===== src/rtl/xlt_pkg.sv =====
package xlt_pkg;
    localparam int unsigned DEF_VA_W  = 13;
    localparam int unsigned DEF_PA_W  = 12;
    localparam int unsigned DEF_OFF_W = 10;
    localparam int unsigned DEF_TLB_N = 4;

    typedef enum logic {
        ST_LOOK = 1'b0,
        ST_WALK = 1'b1
    } xlt_state_e;

    function automatic int unsigned idx_w(input int unsigned n);
        return (n > 1) ? $clog2(n) : 1;
    endfunction
endpackage


===== src/rtl/xlt_pgtab.sv =====
module xlt_pgtab #(
    parameter int unsigned PN_W = 3,
    parameter int unsigned FN_W = 2
) (
    input  logic            clk,
    input  logic            rst,
    input  logic [PN_W-1:0] rd_page,
    output logic [FN_W-1:0] rd_frame,
    output logic            rd_res,
    input  logic            sw_we,
    input  logic [PN_W-1:0] sw_page,
    input  logic [FN_W-1:0] sw_frame,
    input  logic            sw_res,
    input  logic            sw_dirty,
    input  logic [PN_W-1:0] sw_rd_page,
    output logic [FN_W-1:0] sw_rd_frame,
    output logic            sw_rd_res,
    output logic            sw_rd_dirty,
    input  logic            mark_en,
    input  logic [PN_W-1:0] mark_page
);
    localparam int unsigned NPAGE = 1 << PN_W;

    typedef struct packed {
        logic [FN_W-1:0] frame;
        logic            res;
        logic            dirty;
    } pte_t;

    pte_t tab_q [NPAGE];

    for (genvar p = 0; p < NPAGE; p++) begin : g_pte
        always_ff @(posedge clk) begin
            if (rst) begin
                tab_q[p] <= '0;
            end else if (sw_we && sw_page == PN_W'(p)) begin
                tab_q[p] <= '{frame: sw_frame, res: sw_res, dirty: sw_dirty};
            end else if (mark_en && mark_page == PN_W'(p)) begin
                tab_q[p].dirty <= 1'b1;
            end
        end
    end

    // walk port forwards a same-cycle software load
    always_comb begin
        if (sw_we && sw_page == rd_page) begin
            rd_frame = sw_frame;
            rd_res   = sw_res;
        end else begin
            rd_frame = tab_q[rd_page].frame;
            rd_res   = tab_q[rd_page].res;
        end
    end

    assign sw_rd_frame = tab_q[sw_rd_page].frame;
    assign sw_rd_res   = tab_q[sw_rd_page].res;
    assign sw_rd_dirty = tab_q[sw_rd_page].dirty;
endmodule


===== src/rtl/xlt_tlb.sv =====
module xlt_tlb #(
    parameter int unsigned PN_W  = 3,
    parameter int unsigned FN_W  = 2,
    parameter int unsigned TLB_N = 4
) (
    input  logic             clk,
    input  logic             rst,
    input  logic [PN_W-1:0]  lk_vpn,
    output logic             hit,
    output logic [FN_W-1:0]  hit_fn,
    output logic [TLB_N-1:0] hit_vec,
    input  logic             fill_en,
    input  logic [PN_W-1:0]  fill_vpn,
    input  logic [FN_W-1:0]  fill_fn,
    input  logic             inv_en,
    input  logic [PN_W-1:0]  inv_vpn
);
    import xlt_pkg::*;
    localparam int unsigned IW = idx_w(TLB_N);

    typedef struct packed {
        logic            vld;
        logic [PN_W-1:0] vpn;
        logic [FN_W-1:0] fn;
    } tlbe_t;

    tlbe_t          ent_q [TLB_N];
    logic [IW-1:0]  ptr_q;

    for (genvar i = 0; i < TLB_N; i++) begin : g_ent
        assign hit_vec[i] = ent_q[i].vld && (ent_q[i].vpn == lk_vpn);

        always_ff @(posedge clk) begin
            if (rst) begin
                ent_q[i] <= '0;
            end else if (fill_en && ptr_q == IW'(i)) begin
                ent_q[i] <= '{vld: 1'b1, vpn: fill_vpn, fn: fill_fn};
            end else if (inv_en && ent_q[i].vpn == inv_vpn) begin
                ent_q[i].vld <= 1'b0;
            end
        end
    end

    always_comb begin
        hit_fn = '0;
        for (int i = 0; i < TLB_N; i++) begin
            if (hit_vec[i]) hit_fn = hit_fn | ent_q[i].fn;
        end
    end

    assign hit = |hit_vec;

    always_ff @(posedge clk) begin
        if (rst) begin
            ptr_q <= '0;
        end else if (fill_en) begin
            ptr_q <= (ptr_q == IW'(TLB_N - 1)) ? '0 : ptr_q + 1'b1;
        end
    end
endmodule


===== src/rtl/xlt_ctrl.sv =====
module xlt_ctrl #(
    parameter int unsigned VA_W  = 13,
    parameter int unsigned PA_W  = 12,
    parameter int unsigned OFF_W = 10
) (
    input  logic                   clk,
    input  logic                   rst,
    input  logic                   req_valid,
    output logic                   req_ready,
    input  logic [VA_W-1:0]        req_va,
    input  logic                   req_wr,
    input  logic                   sw_we,
    output logic [VA_W-OFF_W-1:0]  look_vpn,
    input  logic                   tlb_hit,
    input  logic [PA_W-OFF_W-1:0]  tlb_fn,
    output logic [VA_W-OFF_W-1:0]  pt_page,
    input  logic [PA_W-OFF_W-1:0]  pt_frame,
    input  logic                   pt_res,
    output logic                   fill_en,
    output logic [VA_W-OFF_W-1:0]  fill_vpn,
    output logic [PA_W-OFF_W-1:0]  fill_fn,
    output logic                   mark_en,
    output logic [VA_W-OFF_W-1:0]  mark_page,
    output logic                   rsp_valid,
    output logic [PA_W-1:0]        rsp_pa,
    output logic                   rsp_fault,
    output logic                   rsp_tlb_hit
);
    import xlt_pkg::*;

    xlt_state_e      st_q;
    logic [VA_W-1:0] hold_va_q;
    logic            hold_wr_q;
    logic            accept;
    logic            walking;

    assign walking   = (st_q == ST_WALK);
    assign req_ready = !walking && !sw_we;
    assign accept    = req_valid && req_ready;
    assign look_vpn  = req_va[VA_W-1:OFF_W];
    assign pt_page   = hold_va_q[VA_W-1:OFF_W];

    assign fill_en   = walking && pt_res;
    assign fill_vpn  = pt_page;
    assign fill_fn   = pt_frame;

    assign mark_en   = (accept && tlb_hit && req_wr) || (walking && pt_res && hold_wr_q);
    assign mark_page = walking ? pt_page : look_vpn;

    always_ff @(posedge clk) begin
        if (rst) begin
            st_q        <= ST_LOOK;
            hold_va_q   <= '0;
            hold_wr_q   <= 1'b0;
            rsp_valid   <= 1'b0;
            rsp_pa      <= '0;
            rsp_fault   <= 1'b0;
            rsp_tlb_hit <= 1'b0;
        end else begin
            rsp_valid   <= 1'b0;
            rsp_fault   <= 1'b0;
            rsp_tlb_hit <= 1'b0;
            if (walking) begin
                st_q      <= ST_LOOK;
                rsp_valid <= 1'b1;
                if (pt_res) begin
                    rsp_pa <= {pt_frame, hold_va_q[OFF_W-1:0]};
                end else begin
                    rsp_pa    <= '0;
                    rsp_fault <= 1'b1;
                end
            end else if (accept) begin
                if (tlb_hit) begin
                    rsp_valid   <= 1'b1;
                    rsp_tlb_hit <= 1'b1;
                    rsp_pa      <= {tlb_fn, req_va[OFF_W-1:0]};
                end else begin
                    st_q      <= ST_WALK;
                    hold_va_q <= req_va;
                    hold_wr_q <= req_wr;
                end
            end
        end
    end
endmodule


===== src/rtl/vmem_xlate.sv =====
module vmem_xlate #(
    parameter int unsigned VA_W  = xlt_pkg::DEF_VA_W,
    parameter int unsigned PA_W  = xlt_pkg::DEF_PA_W,
    parameter int unsigned OFF_W = xlt_pkg::DEF_OFF_W,
    parameter int unsigned TLB_N = xlt_pkg::DEF_TLB_N
) (
    input  logic                  clk,
    input  logic                  rst,
    input  logic                  req_valid,
    output logic                  req_ready,
    input  logic [VA_W-1:0]       req_va,
    input  logic                  req_wr,
    output logic                  rsp_valid,
    output logic [PA_W-1:0]       rsp_pa,
    output logic                  rsp_fault,
    output logic                  rsp_tlb_hit,
    input  logic                  sw_we,
    input  logic [VA_W-OFF_W-1:0] sw_page,
    input  logic [PA_W-OFF_W-1:0] sw_frame,
    input  logic                  sw_resident,
    input  logic                  sw_dirty,
    input  logic [VA_W-OFF_W-1:0] sw_rd_page,
    output logic [PA_W-OFF_W-1:0] sw_rd_frame,
    output logic                  sw_rd_resident,
    output logic                  sw_rd_dirty
);
    localparam int unsigned PN_W = VA_W - OFF_W;
    localparam int unsigned FN_W = PA_W - OFF_W;

    logic [PN_W-1:0]  look_vpn, pt_page, fill_vpn, mark_page;
    logic [FN_W-1:0]  tlb_fn, pt_frame, fill_fn;
    logic             tlb_hit, pt_res, fill_en, mark_en;
    logic [TLB_N-1:0] tlb_hit_vec;

    xlt_ctrl #(.VA_W(VA_W), .PA_W(PA_W), .OFF_W(OFF_W)) u_ctrl (
        .clk(clk), .rst(rst),
        .req_valid(req_valid), .req_ready(req_ready),
        .req_va(req_va), .req_wr(req_wr), .sw_we(sw_we),
        .look_vpn(look_vpn), .tlb_hit(tlb_hit), .tlb_fn(tlb_fn),
        .pt_page(pt_page), .pt_frame(pt_frame), .pt_res(pt_res),
        .fill_en(fill_en), .fill_vpn(fill_vpn), .fill_fn(fill_fn),
        .mark_en(mark_en), .mark_page(mark_page),
        .rsp_valid(rsp_valid), .rsp_pa(rsp_pa),
        .rsp_fault(rsp_fault), .rsp_tlb_hit(rsp_tlb_hit)
    );

    xlt_tlb #(.PN_W(PN_W), .FN_W(FN_W), .TLB_N(TLB_N)) u_tlb (
        .clk(clk), .rst(rst),
        .lk_vpn(look_vpn), .hit(tlb_hit), .hit_fn(tlb_fn), .hit_vec(tlb_hit_vec),
        .fill_en(fill_en), .fill_vpn(fill_vpn), .fill_fn(fill_fn),
        .inv_en(sw_we), .inv_vpn(sw_page)
    );

    xlt_pgtab #(.PN_W(PN_W), .FN_W(FN_W)) u_pgtab (
        .clk(clk), .rst(rst),
        .rd_page(pt_page), .rd_frame(pt_frame), .rd_res(pt_res),
        .sw_we(sw_we), .sw_page(sw_page), .sw_frame(sw_frame),
        .sw_res(sw_resident), .sw_dirty(sw_dirty),
        .sw_rd_page(sw_rd_page), .sw_rd_frame(sw_rd_frame),
        .sw_rd_res(sw_rd_resident), .sw_rd_dirty(sw_rd_dirty),
        .mark_en(mark_en), .mark_page(mark_page)
    );
endmodule


===== config.mk =====
export PLATFORM = sky130hd
export DESIGN_NAME = vmem_xlate
export DESIGN_NICKNAME = d
export VERILOG_FILES = /design/src/rtl/xlt_pkg.sv /design/src/rtl/xlt_pgtab.sv /design/src/rtl/xlt_tlb.sv /design/src/rtl/xlt_ctrl.sv /design/src/rtl/vmem_xlate.sv
export SDC_FILE = /design/constraint.sdc
export NUM_CORES = 1
export LEC_CHECK = 0
export BUFFER_PORTS_ARGS = -buffer_cell sky130_fd_sc_hd__buf_4
export CORE_MARGIN = 5
export CORE_UTILIZATION = 64
export DETAILED_ROUTE_END_ITERATION = 8
export GPL_ROUTABILITY_DRIVEN = 1
export PLACE_DENSITY = 0.86
export SLEW_MARGIN = 20
export SYNTH_ARGS = -nofsm -noshare
export SYNTH_HDL_FRONTEND = slang
export SYNTH_SLANG_ARGS = --single-unit
export TNS_END_PERCENT = 100

===== constraint.sdc =====
create_clock -name clk -period 5.8 [get_ports clk]
set_input_delay 0.87 -clock clk [delete_from_list [all_inputs] [get_ports clk]]
set_output_delay 0.87 -clock clk [all_outputs]
set_load 0.01 [all_outputs]

=== Yosys cells after proc, flatten, opt, wreduce, memory -nomap -nowiden ===
Memories as Yosys holds them, arrays and structs flattened. A register that Yosys moved wholly into a read port is not among the register bits.
Cells that the tools add are included.

* Equality and inequality tests: 26
* Multiplexer cells: 129
* Reduce and logical (&&, ||, !) cells: 49
* $add $sub $neg: 1
* Bitwise gates (word level): 30

{| class="wikitable"
|+ Operator list
! operator !! count
|-
| 1-bit 2-to-1 mux || 104
|-
| 12-bit 2-to-1 mux || 4
|-
| 1-bit logical AND || 35
|-
| 4-bit 2-to-1 mux || 8
|-
| 3-bit equality test || 9
|-
| 3-bit equality test, second input constant || 8
|-
| 6-bit 2-to-1 mux || 4
|-
| 1-bit OR || 24
|-
| 3-bit by 2-bit equality test with 1-bit output, second input constant || 4
|-
| 2-bit 2-to-1 mux || 6
|-
| 3-bit 2-to-1 mux || 3
|-
| 3-bit by 1-bit equality test with 1-bit output, second input constant || 2
|-
| 3-bit logical NOT || 2
|-
| 2-bit OR || 3
|-
| 2-bit equality test, second input constant || 2
|-
| 2-bit nonzero test || 2
|-
| 2-bit OR reduction || 2
|-
| 4-bit OR reduction || 1
|-
| 1-bit NOT || 3
|-
| 3-bit AND reduction || 1
|-
| 3-bit OR reduction || 1
|-
| 2-bit by 1-bit adder with 2-bit output, second input constant || 1
|-
| 2-bit by 1-bit equality test with 1-bit output, second input constant || 1
|-
| 1-bit logical NOT || 2
|-
| 3 further kinds || 3
|}

* Register bits: 32
* Output and inout bits: 20
* Word-level logic and storage cells: 245
* Bits of input ports: 28
* Memories kept: 2
* RAM bits: 56

{| class="wikitable"
|+ Memories
! name !! depth !! width !! rd ports !! clocked after Yosys merged registers in !! wr ports !! RTL line !! source
|-
| u_pgtab.tab_q || 8 || 4 || 2 || 1 || 8 || xlt_pgtab.sv:30 || <nowiki>pte_t tab_q [NPAGE];</nowiki>
|-
| u_tlb.ent_q || 4 || 6 || 4 || 0 || 4 || xlt_tlb.sv:27 || <nowiki>tlbe_t ent_q [TLB_N];</nowiki>
|}

=== Longest topological paths before layout ===
An unclocked memory read counts as a cell.

* Depth after elaboration: 13
* Depth in mapped cells: 9
* Mapped depth without buffers: 6

=== Modules after synthesis ===
A second synthesis with hierarchy kept.

* Cell total of the unflattened synthesis: 443
* Area total of the unflattened synthesis: 4913.5 um2

{| class="wikitable"
|+ By module, submodules not included
! module !! seq. area each (um2) !! cells an instance !! area an instance (um2) !! instances
|-
| xlt_pgtab || 960.9 || 155 || 1996.9 || 1
|-
| xlt_tlb || 760.7 || 127 || 1483.9 || 1
|-
| xlt_ctrl || 600.6 || 161 || 1432.6 || 1
|}

=== Worst setup path before layout ===
Ideal clock, no wire load.

* Path type: input -> output
* From: in sw_rd_page[0]
* To: out sw_rd_frame[0]
* Buffers on the path: 1
* Required time: 4.930 ns
* Arrival: 2.132 ns
* Slack: 2.798 ns
* Stages: 3
* Cells stage by stage: clkbuf_1 -> mux4_2 -> mux2_2

* Longest elaborated chain between the ends: 1

{| class="wikitable"
|+ RTL lines
! what !! RTL line !! source
|-
| start: declaration || vmem_xlate.sv:22 || <nowiki>input logic [VA_W-OFF_W-1:0] sw_rd_page,</nowiki>
|-
| memory 8 x 4 bit || -- ||
|-
| end: declaration || vmem_xlate.sv:23 || <nowiki>output logic [PA_W-OFF_W-1:0] sw_rd_frame,</nowiki>
|}

No other way between the ends.

==> flow_summary.toml <==
[pwr]
clkPwrFrac_pct = 34.1
power_leakage_uw = 0.00197
vdd_drop_max_uv = 137
finalPower_uw = 1400
switching_share_pct = 25.4
pwr-share-comb_pct = 13.0
pwr-share-seq_pct = 52.8
powerDensity_mw_per_mm2 = 261
power.switching_uw = 356
p_int_uw = 1040

[clocking]
holdBufCountCts = 0
htreeDepth = 3
cts.sink_count = 91
tritoncts = "built"
post_cts_buffers = 0
cts-buffers-inserted = 9
clockBufferDepth = 2
cts-root-buf = "clkbuf_8"
clk_latency_ns = 0.36
clk_pin_slew_worst_paths_ns = 0.09
ctsResizeCount = 0

[drt]
drc = 0
routedWlPerCell_um = 19.8
wl_um = 11300
drtAntennaViolNets = 0
via_per_inst = 6.27
firstDrtPassIters = 5
drt_iter0_markers = 367
num_vias = 3582

[sta]
rsz0062_at_grt = "no"
hold_viol = 0
relSlewSlack_pct = 41.3
fin_tns_setup_ns = 0
skew_ns = 0.00495
final.period_utilization_pct = 50.0
layout_min_cycle_time_ns = 2.90
setup_viol = 0
fmax_mhz = 345
tightest_slew_ns = 0.879
drv_slew = 0

[hold_path]
hold_path_class = "flip-flop to flip-flop"

[floorplanning]
rows = 31
io_pins = 48
die_h_um = 96.8
die_area_mm2 = 0.00937
core_mm2 = 0.00729
fp.dieW_um = 96.8
initial_core_util_pct = 66.1

[global_route]
use_met3_pct = 5.40
grt_usage_pct = 24.2
overflow = 0
grt_first_pass_wirelength_um = 18000
grt.busiest_layer = "met2"
grt_pass1_vias = 3485
antenna_found_initial = 0
gr-usage-met2_pct = 38.7
met1_usage_pct = 31.9
grt_max_degree = 43

[logic_synthesis]
synth_nets = 471
synthCells = 439
yosysSeqAreaShare_pct = 49.4
synth_edf_count = 56
avgSynthCellArea_um2 = 11.0
ys.flop_type = "edfxtp_1"
yosys.cell_types.count = 47
ys_seq_elements = 91
synth_warnings = 0
syn-cell-area_mm2 = 0.00482
synth-async-reset-ratio_pct = 0

[placed_design]
place_area_mm2 = 0.00513
place_congestion = 0.919
io_buffers = 47
dpl.hpwl_um = 8090

[finish]
final_layout_size_suffix_gt1_share_pct = 19.1
fin_nets = 499
antenna_cells = 0
fin_area_mm2 = 0.00536
syn2layout_area_growth_pct = 11.1

[setup_path]
crit_fanout = 17
cp_data_required_time_ns = 5.86
crit_path_end_kind = "flip-flop"
cp_data_arrival_time_ns = 2.96
start_kind = "input port"
criticalPathCategory = "input port to flip-flop"

[run_status]
outcome = "complete, no violations"

[job]
max-cap-violations = 0
[logic make-up (layout without fill, tap and decap cells)]
| family | count (synthesis) | in the layout | share of synthesized area [%] |
|---|---|---|---|
| AND/OR/NAND/NOR | 143 | 143 | 15.0 |
| flip-flops | 91 | 91 | 49.4 |
| AO/OA/AOI/OAI | 75 | 75 | 11.2 |
| buffers and inverters | 52 | 85 | 5.32 |
| multiplexers | 47 | 47 | 13.1 |
| XOR/XNOR | 27 | 27 | 4.90 |
| adder cells (fa/ha/maj) | 4 | 4 | 1.04 |
[through the flow]
step	setup slack, ns	util (%)	hold slack (ns)	cells
2_1_floorplan	2.80	-	0.460	439
3_3_place_gp	2.70	70.4	0.473	555
3_5_place_dp	2.59	70.4	0.492	555
4_1_cts	2.90	73.5	0.515	571
5_1_grt	2.76	73.5	0.532	571
6_report	2.90	73.5	0.508	571
[area by class of cell]
cell class	instances	area, µm²
Tap cell	99	124
Inverter	21	78.8
Fill cell	512	1940
Sequential cell	91	2380
Multi-Input combinational cell	296	2180
Timing Repair Buffer	48	360
Clock inverter	7	103
Clock buffer	9	124
[routing by layer]
metal | vias up | routed length [µm]
met1 | 1708 | 4570
met3 | 22 | 1030
li1 | 1647 | -
met5 | - | 0
met2 | 205 | 5510
met4 | 0 | 226
[Yosys cell counts, types with 2 or more instances]
cell type / n / area share, %
mux2_2: 8 / 1.9
clkbuf_1: 15 / 1.2
a211o_1: 2 / 0.36
o22ai_2: 2 / 0.52
o21ai_0: 22 / 2.3
nor4_1: 4 / 0.52
buf_2: 4 / 0.42
nand3_1: 4 / 0.42
nor3_1: 16 / 1.7
dfxtp_1: 35 / 15
and2_1: 9 / 1.2
nand4_1: 5 / 0.65
xnor2_1: 27 / 4.9
o22a_1: 4 / 0.73
nor2_2: 2 / 0.26
buf_1: 3 / 0.23
edfxtp_1: 56 / 35
ha_1: 4 / 1.0
mux4_2: 12 / 5.6
buf_6: 4 / 0.93
mux2i_1: 27 / 5.6
inv_1: 19 / 1.5
and3_1: 12 / 1.6
o21a_1: 3 / 0.47
o22ai_1: 4 / 0.52
a21o_1: 6 / 0.93
a21oi_1: 11 / 1.1
nor2_1: 43 / 3.3
clkinv_1: 2 / 0.16
a32o_1: 8 / 1.7
nand2b_1: 9 / 1.2
nor2b_1: 13 / 1.7
nand2_1: 19 / 1.5
nand3b_1: 3 / 0.47
buf_4: 4 / 0.62
a31oi_1: 4 / 0.52
a41o_1: 4 / 0.83
[final timing paths]
check | endpoint | startpoint | cells past startpoint | slack, ns
setup reg to reg | u_pgtab.tab_q[5][0] | u_tlb.ent_q[0][3] | 6 | 3.12
hold reg to reg | u_ctrl.hold_va_q[2] | u_ctrl.hold_va_q[2] | 2 | 0.51
setup / recovery | u_pgtab.tab_q[5][0] | req_va[11] | 7 | 2.90
hold / removal | u_ctrl.hold_va_q[2] | u_ctrl.hold_va_q[2] | 2 | 0.51
[power groups by stage]
stage	Clock (µW)	Sequential, µW	Combinational (µW)
6_report	477	739	183
5_1_grt	511	742	196
3_3_place_gp	0	752	173
4_1_cts	481	738	181
3_5_place_dp	0	753	179
2_1_floorplan	0	743	130
[worst max-delay path, stage by stage]
cell     delay, ns
buf_4         0.15
xnor2_1       0.17
nand4_1       0.26
a41oi_4       0.69
nand2_1       0.27
o22a_1        0.29
o21ai_0       0.24
[state kept, by name, summed over array words and instances (netlist names), named ones only]
signal / flops
u_pgtab.tab_q: 32
u_tlb.ent_q: 24
u_ctrl.rsp_fault: 1
u_ctrl.hold_va_q: 13
u_ctrl.st_q: 1
u_tlb.ptr_q: 2
u_ctrl.hold_wr_q: 1
u_ctrl.rsp_valid: 1
u_ctrl.rsp_tlb_hit: 1
u_ctrl.rsp_pa: 12
[cell usage in the layout (no fill, tap or decap), types with 3 or more instances in the layout]
master	Yosys	layout
a21o_1	6	6
a21oi_1	11	11
a31oi_1	4	4
a32o_1	8	8
a41o_1	4	4
and2_1	9	9
and3_1	12	12
buf_4	4	48
clkbuf_8	0	9
clkinv_4	0	4
dfxtp_1	35	35
edfxtp_1	56	56
ha_1	4	4
inv_1	19	19
mux2_2	8	8
mux2i_1	27	27
mux4_2	12	12
nand2_1	19	19
nand2b_1	9	9
nand3_1	4	4
nand3b_1	3	3
nand4_1	5	5
nor2_1	43	43
nor2b_1	13	13
nor3_1	16	16
nor4_1	4	4
o21a_1	3	3
o21ai_0	22	22
o22a_1	4	4
o22ai_1	4	4
xnor2_1	27	27
Note: power is estimated with default switching activity, not from simulation.
